### src/rtl/intr_pin_pkg.sv
package intr_pin_pkg;

    // Pin positions; the decode below depends on them.
    localparam int PIN_EXT   = 0;
    localparam int PIN_SMI   = 1;
    localparam int PIN_MCHK  = 2;
    localparam int PIN_CSTOP = 3;
    localparam int PIN_HRST  = 4;
    localparam int PIN_SRST  = 5;
    localparam int NUM_DEFINED_PINS = 6;

    // Pending-mask slots.
    localparam int PB_EXT  = 0;
    localparam int PB_SMI  = 1;
    localparam int PB_MCHK = 2;
    localparam int PB_SRST = 3;
    localparam int PEND_W  = 4;
    localparam int CLR_W   = $clog2(PEND_W);

    typedef enum logic [2:0] {
        SENSE_NONE,
        SENSE_LVL_HI,
        SENSE_FALL,
        SENSE_HALT_LO,
        SENSE_RST_LO
    } sense_e;

    typedef struct packed {
        logic changed;
        logic level;
    } pin_evt_t;

    typedef struct packed {
        logic [PEND_W-1:0] set;
        logic [PEND_W-1:0] clr;
        logic              halt_on;
        logic              halt_off;
        logic              rst_pulse;
    } pin_act_t;

    function automatic sense_e sense_of(input int idx);
        case (idx)
            PIN_EXT:   return SENSE_LVL_HI;
            PIN_SMI:   return SENSE_LVL_HI;
            PIN_MCHK:  return SENSE_FALL;
            PIN_CSTOP: return SENSE_HALT_LO;
            PIN_HRST:  return SENSE_RST_LO;
            PIN_SRST:  return SENSE_LVL_HI;
            default:   return SENSE_NONE;
        endcase
    endfunction

    function automatic int pend_slot(input int idx);
        case (idx)
            PIN_EXT:  return PB_EXT;
            PIN_SMI:  return PB_SMI;
            PIN_MCHK: return PB_MCHK;
            PIN_SRST: return PB_SRST;
            default:  return 0;
        endcase
    endfunction

endpackage

### src/rtl/pin_change_detect.sv
module pin_change_detect
    import intr_pin_pkg::*;
#(
    parameter int NUM_PINS = 8
) (
    input  logic                          clk,
    input  logic                          rst,
    input  logic [NUM_PINS-1:0]           pins_i,
    output pin_evt_t [NUM_PINS-1:0]       evt_o,
    output logic [NUM_PINS-1:0]           lvl_o
);

    logic [NUM_PINS-1:0] lvl_q;

    // Record every pin's level, defined or not; all ones after reset.
    always_ff @(posedge clk) begin
        if (rst) begin
            lvl_q <= '1;
        end else begin
            lvl_q <= pins_i;
        end
    end

    for (genvar g = 0; g < NUM_PINS; g++) begin : g_evt
        assign evt_o[g].changed = pins_i[g] ^ lvl_q[g];
        assign evt_o[g].level   = pins_i[g];
    end

    assign lvl_o = lvl_q;

endmodule

### src/rtl/pin_action_decode.sv
module pin_action_decode
    import intr_pin_pkg::*;
#(
    parameter int NUM_PINS = 8
) (
    input  pin_evt_t [NUM_PINS-1:0] evt_i,
    output pin_act_t                act_o
);

    pin_act_t [NUM_PINS-1:0] part;

    for (genvar g = 0; g < NUM_PINS; g++) begin : g_pin
        localparam sense_e KIND = sense_of(g);
        localparam int     SLOT = pend_slot(g);
        pin_act_t p;

        always_comb begin
            p = '0;
            case (KIND)
                SENSE_LVL_HI: begin
                    if (evt_i[g].changed) begin
                        p.set[SLOT] = evt_i[g].level;
                        p.clr[SLOT] = ~evt_i[g].level;
                    end
                end
                SENSE_FALL: begin
                    p.set[SLOT] = evt_i[g].changed & ~evt_i[g].level;
                end
                SENSE_HALT_LO: begin
                    p.halt_on  = evt_i[g].changed & ~evt_i[g].level;
                    p.halt_off = evt_i[g].changed &  evt_i[g].level;
                end
                SENSE_RST_LO: begin
                    p.rst_pulse = evt_i[g].changed & ~evt_i[g].level;
                end
                default: begin
                    p = '0;
                end
            endcase
        end

        assign part[g] = p;
    end

    always_comb begin
        act_o = '0;
        for (int i = 0; i < NUM_PINS; i++) begin
            act_o = act_o | part[i];
        end
    end

endmodule

### src/rtl/pending_mask_reg.sv
module pending_mask_reg #(
    parameter int WIDTH = 4,
    parameter int IDX_W = 2
) (
    input  logic             clk,
    input  logic             rst,
    input  logic [WIDTH-1:0] set_i,
    input  logic [WIDTH-1:0] pin_clr_i,
    input  logic             clr_valid_i,
    input  logic [IDX_W-1:0] clr_idx_i,
    output logic [WIDTH-1:0] pend_o,
    output logic             irq_o
);

    logic [WIDTH-1:0] core_clr;
    logic [WIDTH-1:0] pend_q;
    logic [WIDTH-1:0] pend_d;
    logic             irq_q;

    for (genvar b = 0; b < WIDTH; b++) begin : g_clr
        assign core_clr[b] = clr_valid_i && (clr_idx_i == IDX_W'(b));
    end

    // Sets take precedence over either kind of clear.
    assign pend_d = (pend_q & ~(pin_clr_i | core_clr)) | set_i;

    always_ff @(posedge clk) begin
        if (rst) begin
            pend_q <= '0;
            irq_q  <= 1'b0;
        end else begin
            pend_q <= pend_d;
            irq_q  <= |pend_d;
        end
    end

    assign pend_o = pend_q;
    assign irq_o  = irq_q;

endmodule

### src/rtl/core_ctrl_reg.sv
module core_ctrl_reg (
    input  logic clk,
    input  logic rst,
    input  logic halt_on_i,
    input  logic halt_off_i,
    input  logic rst_pulse_i,
    output logic halt_o,
    output logic hreset_req_o
);

    logic halt_q;
    logic rreq_q;

    always_ff @(posedge clk) begin
        if (rst) begin
            halt_q <= 1'b0;
            rreq_q <= 1'b0;
        end else begin
            if (halt_on_i) begin
                halt_q <= 1'b1;
            end else if (halt_off_i) begin
                halt_q <= 1'b0;
            end
            rreq_q <= rst_pulse_i;
        end
    end

    assign halt_o       = halt_q;
    assign hreset_req_o = rreq_q;

endmodule

### src/rtl/intr_pin_conditioner.sv
module intr_pin_conditioner
    import intr_pin_pkg::*;
#(
    parameter int NUM_PINS = 8
) (
    input  logic                clk,
    input  logic                rst,
    input  logic [NUM_PINS-1:0] pins_i,
    input  logic                clr_valid_i,
    input  logic [CLR_W-1:0]    clr_idx_i,
    output logic [PEND_W-1:0]   pending_o,
    output logic                irq_o,
    output logic                halt_o,
    output logic                hreset_req_o
);

    pin_evt_t [NUM_PINS-1:0] evt;
    logic [NUM_PINS-1:0]     lvl_q;
    pin_act_t                act;

    pin_change_detect #(.NUM_PINS(NUM_PINS)) u_detect (
        .clk    (clk),
        .rst    (rst),
        .pins_i (pins_i),
        .evt_o  (evt),
        .lvl_o  (lvl_q)
    );

    pin_action_decode #(.NUM_PINS(NUM_PINS)) u_decode (
        .evt_i (evt),
        .act_o (act)
    );

    pending_mask_reg #(.WIDTH(PEND_W), .IDX_W(CLR_W)) u_pend (
        .clk         (clk),
        .rst         (rst),
        .set_i       (act.set),
        .pin_clr_i   (act.clr),
        .clr_valid_i (clr_valid_i),
        .clr_idx_i   (clr_idx_i),
        .pend_o      (pending_o),
        .irq_o       (irq_o)
    );

    core_ctrl_reg u_ctrl (
        .clk          (clk),
        .rst          (rst),
        .halt_on_i    (act.halt_on),
        .halt_off_i   (act.halt_off),
        .rst_pulse_i  (act.rst_pulse),
        .halt_o       (halt_o),
        .hreset_req_o (hreset_req_o)
    );

endmodule

### config.mk
export PLATFORM = sky130hd
export DESIGN_NAME = intr_pin_conditioner
export DESIGN_NICKNAME = d
export VERILOG_FILES = /design/src/rtl/intr_pin_pkg.sv /design/src/rtl/pin_change_detect.sv /design/src/rtl/pin_action_decode.sv /design/src/rtl/pending_mask_reg.sv /design/src/rtl/core_ctrl_reg.sv /design/src/rtl/intr_pin_conditioner.sv
export SDC_FILE = /design/constraint.sdc
export NUM_CORES = 1
export LEC_CHECK = 0
export ABC_AREA = 1
export CORE_MARGIN = 8
export CORE_UTILIZATION = 54
export CTS_BUF_LIST = sky130_fd_sc_hd__clkbuf_8
export DETAILED_ROUTE_END_ITERATION = 10
export PLACE_DENSITY = 0.86
export SLEW_MARGIN = 20
export SYNTH_ARGS = -nofsm -noshare
export SYNTH_HDL_FRONTEND = slang
export SYNTH_HIERARCHICAL = 1
export SYNTH_SLANG_ARGS = --single-unit
### constraint.sdc
create_clock -name clk -period 1.66 [get_ports clk]
set_clock_uncertainty 0.1 [all_clocks]
set_input_delay 0.332 -clock clk [delete_from_list [all_inputs] [get_ports clk]]
set_output_delay 0.332 -clock clk [all_outputs]
set_load 0.005 [all_outputs]
**After elaboration in Yosys (flattened, before gate mapping)**

Cells that the tools add are included.

- Register bits: 13
- Latch bits: 0
- Memory bits (writable): 0
- Memory bits (read-only): 0
- Input port bits: 13
- Output and inout port bits: 7
- Logic and storage cells: 48
- Memories: 0

- Add/sub/neg operators: 0
- Multipliers: 0
- Div/mod/pow operators: 0
- $lt $le $gt $ge: 0
- Eq/ne operators: 3
- Shift-type cells: 0
- Mux-type cells: 8
- Bitwise gates (word level): 25
- Reduce and logical (&&, ||, !) cells: 7

Operators with widths:

| operator | count |
|---|---|
| OR 11 x 1 -> 11 bit | 1 |
| OR 11 x 10 -> 11 bit | 1 |
| OR 11 bit | 1 |
| OR 11 x 3 -> 11 bit | 1 |
| OR 8 x 9 -> 9 bit | 1 |
| 2-to-1 mux 1 bit | 8 |
| OR 4 bit | 2 |
| NOT 1 bit | 6 |
| bitwise XOR 1 bit | 6 |
| AND 1 bit | 4 |
| AND 4 bit | 1 |
| equality test 2 bit (second input constant) | 2 |
| logical AND 1 bit | 4 |
| NOT 4 bit | 1 |
| OR reduction 4 bit | 1 |
| equality test 2 x 1 -> 1 bit (second input constant) | 1 |
| zero test 2 bit | 1 |
| nonzero test 2 bit | 1 |

**Longest topological paths before layout**

Gate-level depths: netlist of the first run.

- Word-level depth: 12
- Mapped depth: 10
- Mapped depth without buffers: 10

**By module**

Netlist of the first run, hierarchy kept.

By module, submodules not included:

| module | times used | cells each | area an instance (sq um) | sequential area each (sq um) |
|---|---|---|---|---|
| pin_change_detect | 1 | 65 | 404.1 | 160.2 |
| pending_mask_reg | 1 | 38 | 237.7 | 100.1 |
| pin_action_decode | 1 | 22 | 96.3 | 0.0 |
| core_ctrl_reg | 1 | 8 | 67.6 | 40.0 |

**Worst setup path after synthesis of the first run**

No wires, ideal clock.

- Kind: input port to flip-flop
- Start: input pins_i[1]
- End: register u_pend.irq_q (netlist: u_pend/irq_o)
- Setup time: 0.117 ns
- Arrival time: 0.888 ns
- Required time: 1.443 ns
- Setup slack: 0.554 ns
- Stages on the path: 10
- Buffers on the path: 0
- Cells stage by stage: inv_1 nand2_1 nand2_1 inv_1 nor2_2 nor2_2 nand2_1 nand2_1 nor2_1 a21oi_1

RTL lines:

| what | RTL line | RTL |
|---|---|---|
| start, declared | intr_pin_conditioner.sv:8 | `input logic [NUM_PINS-1:0] pins_i,` |
| end signal, assigned | pending_mask_reg.sv:33 | `irq_q <= \|pend_d;` |
| end, declared | pending_mask_reg.sv:18 | `logic irq_q;` |

**Worst setup path after layout of the first run**

- Start: register u_pend.pend_q[1] (netlist: u_pend/pend_o[1])
- End: output pending_o[1]

RTL lines:

| what | RTL line | RTL |
|---|---|---|
| start, declared | pending_mask_reg.sv:16 | `logic [WIDTH-1:0] pend_q;` |
| start signal, assigned | pending_mask_reg.sv:32 | `pend_q <= pend_d;` |
| end, declared | intr_pin_conditioner.sv:11 | `output logic [PEND_W-1:0] pending_o,` |

No word-level cell between the ends.

==> impl_results.rst, run 1 <==
.. list-table::
   :header-rows: 1

   * - Metric
     - Value
   * - Worst-Skew Late Latency
     - 0.24 ns
   * - Final hold violations
     - 0
   * - Total power consumption of the routed design
     - 0.762 mW
   * - Maximum number of pins on one net before global-route repair
     - 9
   * - Count of placed standard cells in the final layout, fillers left out
     - 150
   * - Number of CTS-inserted buffers
     - 3
   * - Unrepaired setup endpoints after global routing
     - false
   * - Post-detail-place hpwl
     - 1150 um
   * - Hold WC Path Type
     - reg2reg
   * - Clock-pin slew of the registers on the worst-case setup and hold paths
     - 0.06 ns
   * - Num ports
     - 20
   * - Clock Path Buffers
     - 2
   * - Die Height
     - 52.2 um
   * - Layout Nets
     - 149
   * - Vias in the first global route
     - 633
   * - Status
     - completed
   * - Final clock period utilization by the worst path
     - 0.912
   * - GRT overflow
     - 0
   * - Synthesis warning total
     - 6
   * - Die width
     - 52.2 um
   * - Average wire per cell in the routed design
     - 9.43 um
   * - Resized Gates After CTS
     - 0
   * - Effective utilization at floorplan
     - 0.563
   * - Placed cell area
     - 872 um^2
   * - Fmax
     - 0.660 GHz
   * - Number of nets with antenna violations after routing
     - 0
   * - Peak ir drop on the vdd network
     - 0.000861 V
   * - Fin. max-slew vios
     - 0
   * - Die footprint
     - 0.00272 mm^2
   * - Routed via count divided by cell count
     - 4.39
   * - Combined area of all synthesized cells
     - 706 um^2
   * - Static Leak
     - 0.544 nW
   * - Floorplan Core Area
     - 0.00125 mm^2
   * - Maxcap violations
     - 0
   * - Count of hold-fix buffers inserted at cts
     - 0
   * - Worst setup SP type
     - flip-flop
   * - CTS sink cnt
     - 13
   * - Mapped Nets
     - 130
   * - Buffers plus inverters on the worst setup path
     - 1
   * - Area of all placed cells without fillers
     - 917 um^2
   * - Root buf cell
     - sky130_fd_sc_hd__clkbuf_8
   * - Cell family contributing the most delay on the critical path
     - buffers and inverters
   * - Final setup vio count
     - 0
   * - Critical path required time
     - 1.23 ns
   * - Depth of the worst register-to-register path
     - 10
   * - Source of the critical timing path
     - u_pend/pend_o[1]
   * - Global-route wire length before repair
     - 2260 um
   * - Antenna diode count
     - 0
   * - Detailed-router iteration count before antenna repair
     - 4
   * - Logic depth of the worst path, buffers included
     - 1
   * - Routed vias
     - 659
   * - WHS
     - 0.374 ns
   * - Depth of the worst hold-timing path
     - 2
   * - Fraction of layout cells with a size suffix above 1
     - 0.104
   * - Placed cell count
     - 146
   * - Kind of end point of the critical path
     - output pin
   * - Number of I/O port buffers
     - 17
   * - Worst Hold Launch
     - u_ctrl/halt_o
   * - Classification of the worst setup path
     - reg2out
   * - Synthesis-to-finish area growth
     - 30.0%
   * - Number of setup buffers added after CTS
     - 0
   * - Cell row count
     - 13
   * - GRT Util Overall
     - 0.104
   * - Arrival time reported for the critical path endpoint
     - 1.08 ns
   * - Level count of the clock H-tree
     - 1
   * - Final critical delay including setup and external delays
     - 1.51 ns
   * - Final weighted congestion in routability-driven placement
     - 0.735
   * - Antenna violations before repair
     - 0
   * - Syn Inst Count
     - 117
   * - First-iteration detailed-routing DRC count
     - 5
   * - DRC violations left
     - 0
   * - Power density of the placed cells
     - 830 mW/mm^2
   * - Worst reg2reg startpoint
     - u_detect/lvl_o[5]
   * - TritonCTS clock tree
     - built
   * - Largest fanout on the critical path
     - 2
   * - Total wire length
     - 1420 um
   * - Post-synthesis area per instance
     - 6.03 um^2
   * - Fill cell count
     - 104
   * - Critical Path Max Stage Delay
     - 0.51 ns
   * - Cell with the biggest individual delay on the critical path
     - sky130_fd_sc_hd__clkdlybuf4s50_1
   * - Worst-path cell chain
     - clkdlybuf4s50_1
flip-flops by register name, indices dropped and copies added (netlist names):
register,flops
u_detect/lvl_o,6
u_ctrl/halt_o,1
u_pend/pend_o,4
u_pend/irq_o,1
u_ctrl/hreset_req_o,1
per-stage QoR:
step                      setup TNS [ns]  utilization  setup WS [ns]
after floorplan                        0            -          0.554
after global placement                 0        0.696         0.0170
after detailed placement         -0.0385        0.696        -0.0385
after CTS                              0        0.732          0.133
after global routing                   0        0.732         0.0775
final                                  0        0.732          0.146
report_power, final:
group | switching [mW] | internal, mW | total [mW]
Sequential | 0.00859 | 0.332 | 0.341
Combinational | 0.0699 | 0.0751 | 0.145
Clock | 0.112 | 0.163 | 0.276
cell type report:
class                           count  area [um^2]  share of cell area
Sequential cell                    13          260               0.284
Tap cell                           15         18.8              0.0205
Multi-Input combinational cell     61          258               0.281
Inverter                           36          135               0.147
Clock buffer                        3         41.3              0.0450
Clock inverter                      1         3.75             0.00409
Timing Repair Buffer               21          200               0.218
cells in the final DEF (no fill, tap or decap), drive strengths merged:
master,n
a21oi,6
buf,4
clkbuf,3
clkdlybuf4s50,17
conb,1
dfxtp,13
inv,37
nand2,37
nand3,4
nor2,13
path summary, 6_finish.rpt:
path	endpoint	slack, ns
min	u_ctrl/halt_o	0.37
min reg2reg	u_ctrl/halt_o	0.37
max reg2reg	u_pend/irq_o	0.49
max	pending_o[1]	0.15
layer usage:
metal	vias to the layer above	wire length, um	part of all wire	track usage
met5	-	0	0	0
met4	0	20	0.014	0.0603
met3	2	100	0.071	0.0342
met2	19	689	0.49	0.190
met1	283	605	0.43	0.0995
li1	355	-	-	-
Note: power is estimated with default switching activity, not from simulation.
==> run 2, diff against run 1 <==
- GPL_TIMING_DRIVEN: default -> 0
==> run 2 against run 1 <==
Non-clock buffer count rose by 3. Global-route usage fell by 0.24 points. Setup slack improved by 0.0064 ns. Clock-buffer cell count did not move. Cell count rose by 2.0%. Clock power fell by 5%. Hold slack improved by 0.0017 ns. Wire length fell by 5.4%. Sequential power barely moved. Cell area rose by 2.5%. Highest routed layer is now met3. Critical path depth did not move. Flip-flop and latch count did not move.
==> impl_results.rst, run 2 (same netlist as run 1, synthesis figures left out) <==
.. list-table::
   :header-rows: 1

   * - Metric
     - Value
   * - Status
     - completed
   * - Worst-Skew Late Latency
     - 0.23 ns
   * - Root buf cell
     - sky130_fd_sc_hd__clkbuf_8
   * - Count of placed standard cells in the final layout, fillers left out
     - 153
   * - Unrepaired setup endpoints after global routing
     - false
   * - Worst Hold Launch
     - u_ctrl/halt_o
   * - Routed vias
     - 662
   * - Arrival time reported for the critical path endpoint
     - 1.08 ns
   * - Setup slack, reg-to-reg
     - 0.49 ns
   * - First-iteration detailed-routing DRC count
     - 6
   * - Global-route wire length before repair
     - 2170 um
   * - Critical Path Max Stage Delay
     - 0.50 ns
   * - Number of CTS-inserted buffers
     - 3
   * - Detailed-router iteration count before antenna repair
     - 4
   * - Level count of the clock H-tree
     - 1
   * - Worst-path cell chain
     - clkdlybuf4s50_1
   * - Number of nets with antenna violations after routing
     - 0
   * - TritonCTS clock tree
     - built
   * - Layout Nets
     - 152
   * - Depth of the worst hold-timing path
     - 2
   * - GRT overflow
     - 0
   * - Critical path required time
     - 1.23 ns
   * - Final weighted congestion in routability-driven placement
     - 0.747
   * - Kind of end point of the critical path
     - output pin
   * - Cell row count
     - 13
   * - Capture point of the worst reg-to-reg path
     - u_pend/irq_o
   * - Die footprint
     - 0.00272 mm^2
   * - Total wire length
     - 1340 um
   * - Worst setup SP type
     - flip-flop
   * - Count of hold-fix buffers inserted at cts
     - 0
   * - Final clock period utilization by the worst path
     - 0.908
   * - Maxcap violations
     - 0
   * - Num ports
     - 20
   * - Maximum number of pins on one net before global-route repair
     - 9
   * - Resized Gates After CTS
     - 0
   * - Fraction of layout cells with a size suffix above 1
     - 0.123
   * - Cell with the biggest individual delay on the critical path
     - sky130_fd_sc_hd__clkdlybuf4s50_1
   * - Classification of the worst setup path
     - reg2out
   * - Depth of the worst register-to-register path
     - 10
   * - Fin. max-slew vios
     - 0
   * - Die Height
     - 52.2 um
   * - Most frequent cells in the layout
     - sky130_fd_sc_hd__nand2_1 (37), sky130_fd_sc_hd__inv_1 (36), sky130_fd_sc_hd__clkdlybuf4s50_1 (17)
   * - Antenna violations before repair
     - 0
   * - Cell family contributing the most delay on the critical path
     - buffers and inverters
   * - Post-detail-place hpwl
     - 1050 um
   * - Final hold violations
     - 0
   * - Fmax
     - 0.663 GHz
   * - DRC violations left
     - 0
   * - GRT Util Overall
     - 0.102
   * - Buffers plus inverters on the worst setup path
     - 1
   * - Worst reg2reg startpoint
     - u_detect/lvl_o[5]
   * - Average wire per cell in the routed design
     - 8.75 um
   * - Vias in the first global route
     - 590
   * - Post-layout util
     - 0.750
   * - Placed cell count
     - 149
   * - Clock Path Buffers
     - 2
   * - Final critical delay including setup and external delays
     - 1.51 ns
   * - Largest fanout on the critical path
     - 2
   * - Antenna diode count
     - 0
   * - Number of setup buffers added after CTS
     - 0
   * - Flip-flop count of the largest register after layout
     - 6
   * - Clock-pin slew of the registers on the worst-case setup and hold paths
     - 0.05 ns
   * - Final setup vio count
     - 0
   * - Hold WC Path Type
     - reg2reg
   * - Number of I/O port buffers
     - 17
   * - Peak ir drop on the vdd network
     - 0.000480 V
   * - Floorplan Core Area
     - 0.00125 mm^2
   * - Static Leak
     - 0.559 nW
   * - Worst Hold Path EP
     - u_ctrl/halt_o
   * - CTS sink cnt
     - 13
   * - Effective utilization at floorplan
     - 0.563
   * - Die width
     - 52.2 um
   * - Power density of the placed cells
     - 801 mW/mm^2
   * - Synthesis-to-finish area growth
     - 33.2%
   * - Routed via count divided by cell count
     - 4.33
   * - Most common cell after layout, fill and taps aside
     - sky130_fd_sc_hd__nand2_1
-- run 2: cell count changes in the layout (fill, tap and decap cells not counted), sizes merged --
cell	before	now
buf	4	7
-- run 2: worst register-to-register path, stage by stage, from the launching register on --
cell                      delay (ns)
sky130_fd_sc_hd__dfxtp_1        0.30
sky130_fd_sc_hd__inv_1          0.05
sky130_fd_sc_hd__nand2_1        0.04
sky130_fd_sc_hd__nand2_1        0.07
sky130_fd_sc_hd__inv_1          0.05
sky130_fd_sc_hd__nor2_2         0.07
sky130_fd_sc_hd__nor2_1         0.05
sky130_fd_sc_hd__nand2_1        0.08
sky130_fd_sc_hd__nand2_1        0.06
sky130_fd_sc_hd__nor2_1         0.10
sky130_fd_sc_hd__a21oi_1        0.07
-- run 2: layer usage --
layer / global-route usage / routed length, um
met5: 0 / 0
met4: 0.0517 / 0
met3: 0.0342 / 85
met2: 0.194 / 698
met1: 0.0927 / 555
-- run 2: worst max-delay path by stage --
| stage | endpoint | startpoint | cells after the start |
|---|---|---|---|
| after floorplan | u_pend/irq_o | pins_i[1] | 10 |
| final | pending_o[1] | u_pend/pend_o[1] | 1 |
| after global placement | u_pend/irq_o | pins_i[5] | 11 |
| after CTS | pending_o[1] | u_pend/pend_o[1] | 1 |
| after detailed placement | u_pend/irq_o | pins_i[5] | 11 |
| after global routing | u_pend/irq_o | pins_i[1] | 11 |
-- run 2: area by class of cell --
| cell class | count | area (um^2) |
|---|---|---|
| clock buffer | 3 | 41.3 |
| sequential | 13 | 260 |
| tap | 15 | 18.8 |
| timing repair buffer | 17 | 170 |
| fill | 102 | 313 |
| inverter | 36 | 135 |
| multi-input combinational | 61 | 258 |
| buffer | 7 | 52.6 |
| clock inverter | 1 | 3.75 |
-- run 2: where the power goes --
part | switching, mW | internal [mW] | total (mW) | leakage [nW]
sequential | 0.00844 | 0.333 | 0.341 | 0.108
clock | 0.100 | 0.162 | 0.262 | 0.0269
combinational | 0.0702 | 0.0794 | 0.150 | 0.424
total | 0.179 | 0.574 | 0.753 | 0.559
-- run 2: metrics by stage --
step / TNS (ns) / setup WS [ns] / area [um^2] / total power, mW / hold WS [ns]
4_1_cts: 0 / 0.141 / 940 / 0.761 / 0.374
2_1_floorplan: 0 / 0.554 / 706 / 0.428 / 0.294
3_3_place_gp: 0 / 0.0182 / 895 / 0.489 / 0.358
3_5_place_dp: -0.0295 / -0.0295 / 895 / 0.496 / 0.365
5_1_grt: 0 / 0.0653 / 940 / 0.801 / 0.400
6_report: 0 / 0.152 / 940 / 0.753 / 0.375
==> run 3, diff against run 2 <==
- PLACE_DENSITY: 0.86 -> 0.91
==> run 3 against run 2 <==
Clock-buffer cell count is the same. Critical path type unchanged. Sequential share of layout area is the same. Cell count is the same. Register-to-register slack lost 0.03 ns.
==> impl_results.rst, run 3 (same netlist as run 1, synthesis figures left out) <==
.. list-table::
   :header-rows: 1

   * - Metric
     - Value
   * - Status
     - completed
   * - Most frequent cells in the layout
     - sky130_fd_sc_hd__nand2_1 (37), sky130_fd_sc_hd__inv_1 (36), sky130_fd_sc_hd__clkdlybuf4s50_1 (17)
   * - Count of hold-fix buffers inserted at cts
     - 0
   * - Peak ir drop on the vdd network
     - 0.000618 V
   * - GRT overflow
     - 0
   * - Combined area of the multi-input logic cells
     - 258 um^2
   * - Critical path required time
     - 1.23 ns
   * - Synthesis-to-finish area growth
     - 33.2%
   * - Resized Gates After CTS
     - 0
   * - Hold WC Path Type
     - reg2reg
   * - Power density of the placed cells
     - 810 mW/mm^2
   * - Fmax
     - 0.657 GHz
   * - Floorplan Core Area
     - 0.00125 mm^2
   * - Worst-Skew Late Latency
     - 0.24 ns
   * - Number of setup buffers added after CTS
     - 0
   * - Pre-CTS WS
     - -0.0420 ns
   * - Arrival time reported for the critical path endpoint
     - 1.09 ns
   * - Cell family contributing the most delay on the critical path
     - buffers and inverters
   * - Fin. max-slew vios
     - 0
   * - Buffers plus inverters on the worst setup path
     - 1
   * - Static Leak
     - 0.559 nW
   * - Antenna diode count
     - 0
   * - Num ports
     - 20
   * - Antenna violations before repair
     - 0
   * - Final hold violations
     - 0
   * - TritonCTS clock tree
     - built
   * - Detailed-router iteration count before antenna repair
     - 4
   * - Unrepaired setup endpoints after global routing
     - false
   * - Most common cell after layout, fill and taps aside
     - sky130_fd_sc_hd__nand2_1
   * - First-iteration detailed-routing DRC count
     - 8
   * - Sequential standard cell area
     - 260 um^2
   * - Fill cell count
     - 112
   * - GRT Util Overall
     - 0.119
   * - Number of nets with antenna violations after routing
     - 0
   * - Flip-flop count of the largest register after layout
     - 6
   * - Kind of end point of the critical path
     - output pin
   * - DRC violations left
     - 0
   * - Final setup vio count
     - 0
   * - Final weighted congestion in routability-driven placement
     - 0.735
   * - CTS sink cnt
     - 13
   * - Level count of the clock H-tree
     - 1
   * - Total wire length
     - 1450 um
   * - Largest fanout on the critical path
     - 2
   * - Classification of the worst setup path
     - reg2out
   * - Average wire per cell in the routed design
     - 9.48 um
   * - Routed vias
     - 673
   * - Vias in the first global route
     - 679
   * - Maximum number of pins on one net before global-route repair
     - 9
   * - Clock Path Buffers
     - 2
   * - Maxcap violations
     - 0
   * - Cell row count
     - 13
   * - Root buf cell
     - sky130_fd_sc_hd__clkbuf_8
   * - Layout Nets
     - 152
   * - Final critical delay including setup and external delays
     - 1.52 ns
   * - Worst Setup Slack, final
     - 0.139 ns
   * - Worst-path cell chain
     - clkdlybuf4s50_1
   * - Final clock period utilization by the worst path
     - 0.916
   * - Clock-pin slew of the registers on the worst-case setup and hold paths
     - 0.05 ns
   * - Worst setup SP type
     - flip-flop
   * - Die width
     - 52.2 um
   * - Effective utilization at floorplan
     - 0.563
   * - Critical Path Max Stage Delay
     - 0.52 ns
   * - Total power consumption of the routed design
     - 0.761 mW
   * - Die Height
     - 52.2 um
   * - Routed via count divided by cell count
     - 4.40
   * - Number of I/O port buffers
     - 17
   * - Fraction of layout cells with a size suffix above 1
     - 0.123
   * - Global-route wire length before repair
     - 2390 um
   * - Number of CTS-inserted buffers
     - 3
   * - Die footprint
     - 0.00272 mm^2
   * - Cell with the biggest individual delay on the critical path
     - sky130_fd_sc_hd__clkdlybuf4s50_1
   * - Post-detail-place hpwl
     - 1200 um
[run 3: cell counts in the layout (fill, tap and decap cells not counted)]
No cell type changed its count.
[run 3: final cells by class]
cell class | instances | area share
clock inverters | 1 | 0.00399
clock buffers | 3 | 0.0439
multi-input cells | 61 | 0.274
inverters | 36 | 0.144
well taps | 15 | 0.0200
repair buffers | 17 | 0.181
flip-flops and latches | 13 | 0.277
plain buffers | 7 | 0.0559
[run 3: through the flow]
step	std cells	util	setup TNS (ns)	area, um^2	hold slack (ns)
4_1_cts	153	0.750	0	940	0.394
2_1_floorplan	117	-	0	706	0.294
3_3_place_gp	149	0.714	0	895	0.353
6_report	153	0.750	0	940	0.389
5_1_grt	153	0.750	0	940	0.410
3_5_place_dp	149	0.714	-0.0420	895	0.380
[run 3: metal layers]
| layer | global-route usage | vias to the layer above | share of wire |
|---|---|---|---|
| li1 | - | 366 | - |
| met1 | 0.0865 | 286 | 0.39 |
| met2 | 0.222 | 17 | 0.52 |
| met3 | 0.0655 | 4 | 0.071 |
| met4 | 0.0862 | 0 | 0.019 |
| met5 | 0 | - | 0 |
[run 3: path summary, 6_finish.rpt]
check                                        from             to  slack [ns]  cells past startpoint
worst max-delay path             u_pend/pend_o[1]   pending_o[1]        0.14                      1
worst min-delay path                u_ctrl/halt_o  u_ctrl/halt_o        0.39                      2
worst max register to register  u_detect/lvl_o[5]   u_pend/irq_o        0.46                     10
worst min register to register      u_ctrl/halt_o  u_ctrl/halt_o        0.39                      2
[run 3: where the power goes]
part	leakage [nW]	internal, mW	total, mW	switching [mW]
registers	0.108	0.332	0.341	0.00867
logic	0.424	0.0795	0.151	0.0711
clock network	0.0269	0.163	0.270	0.107
total	0.559	0.575	0.761	0.187
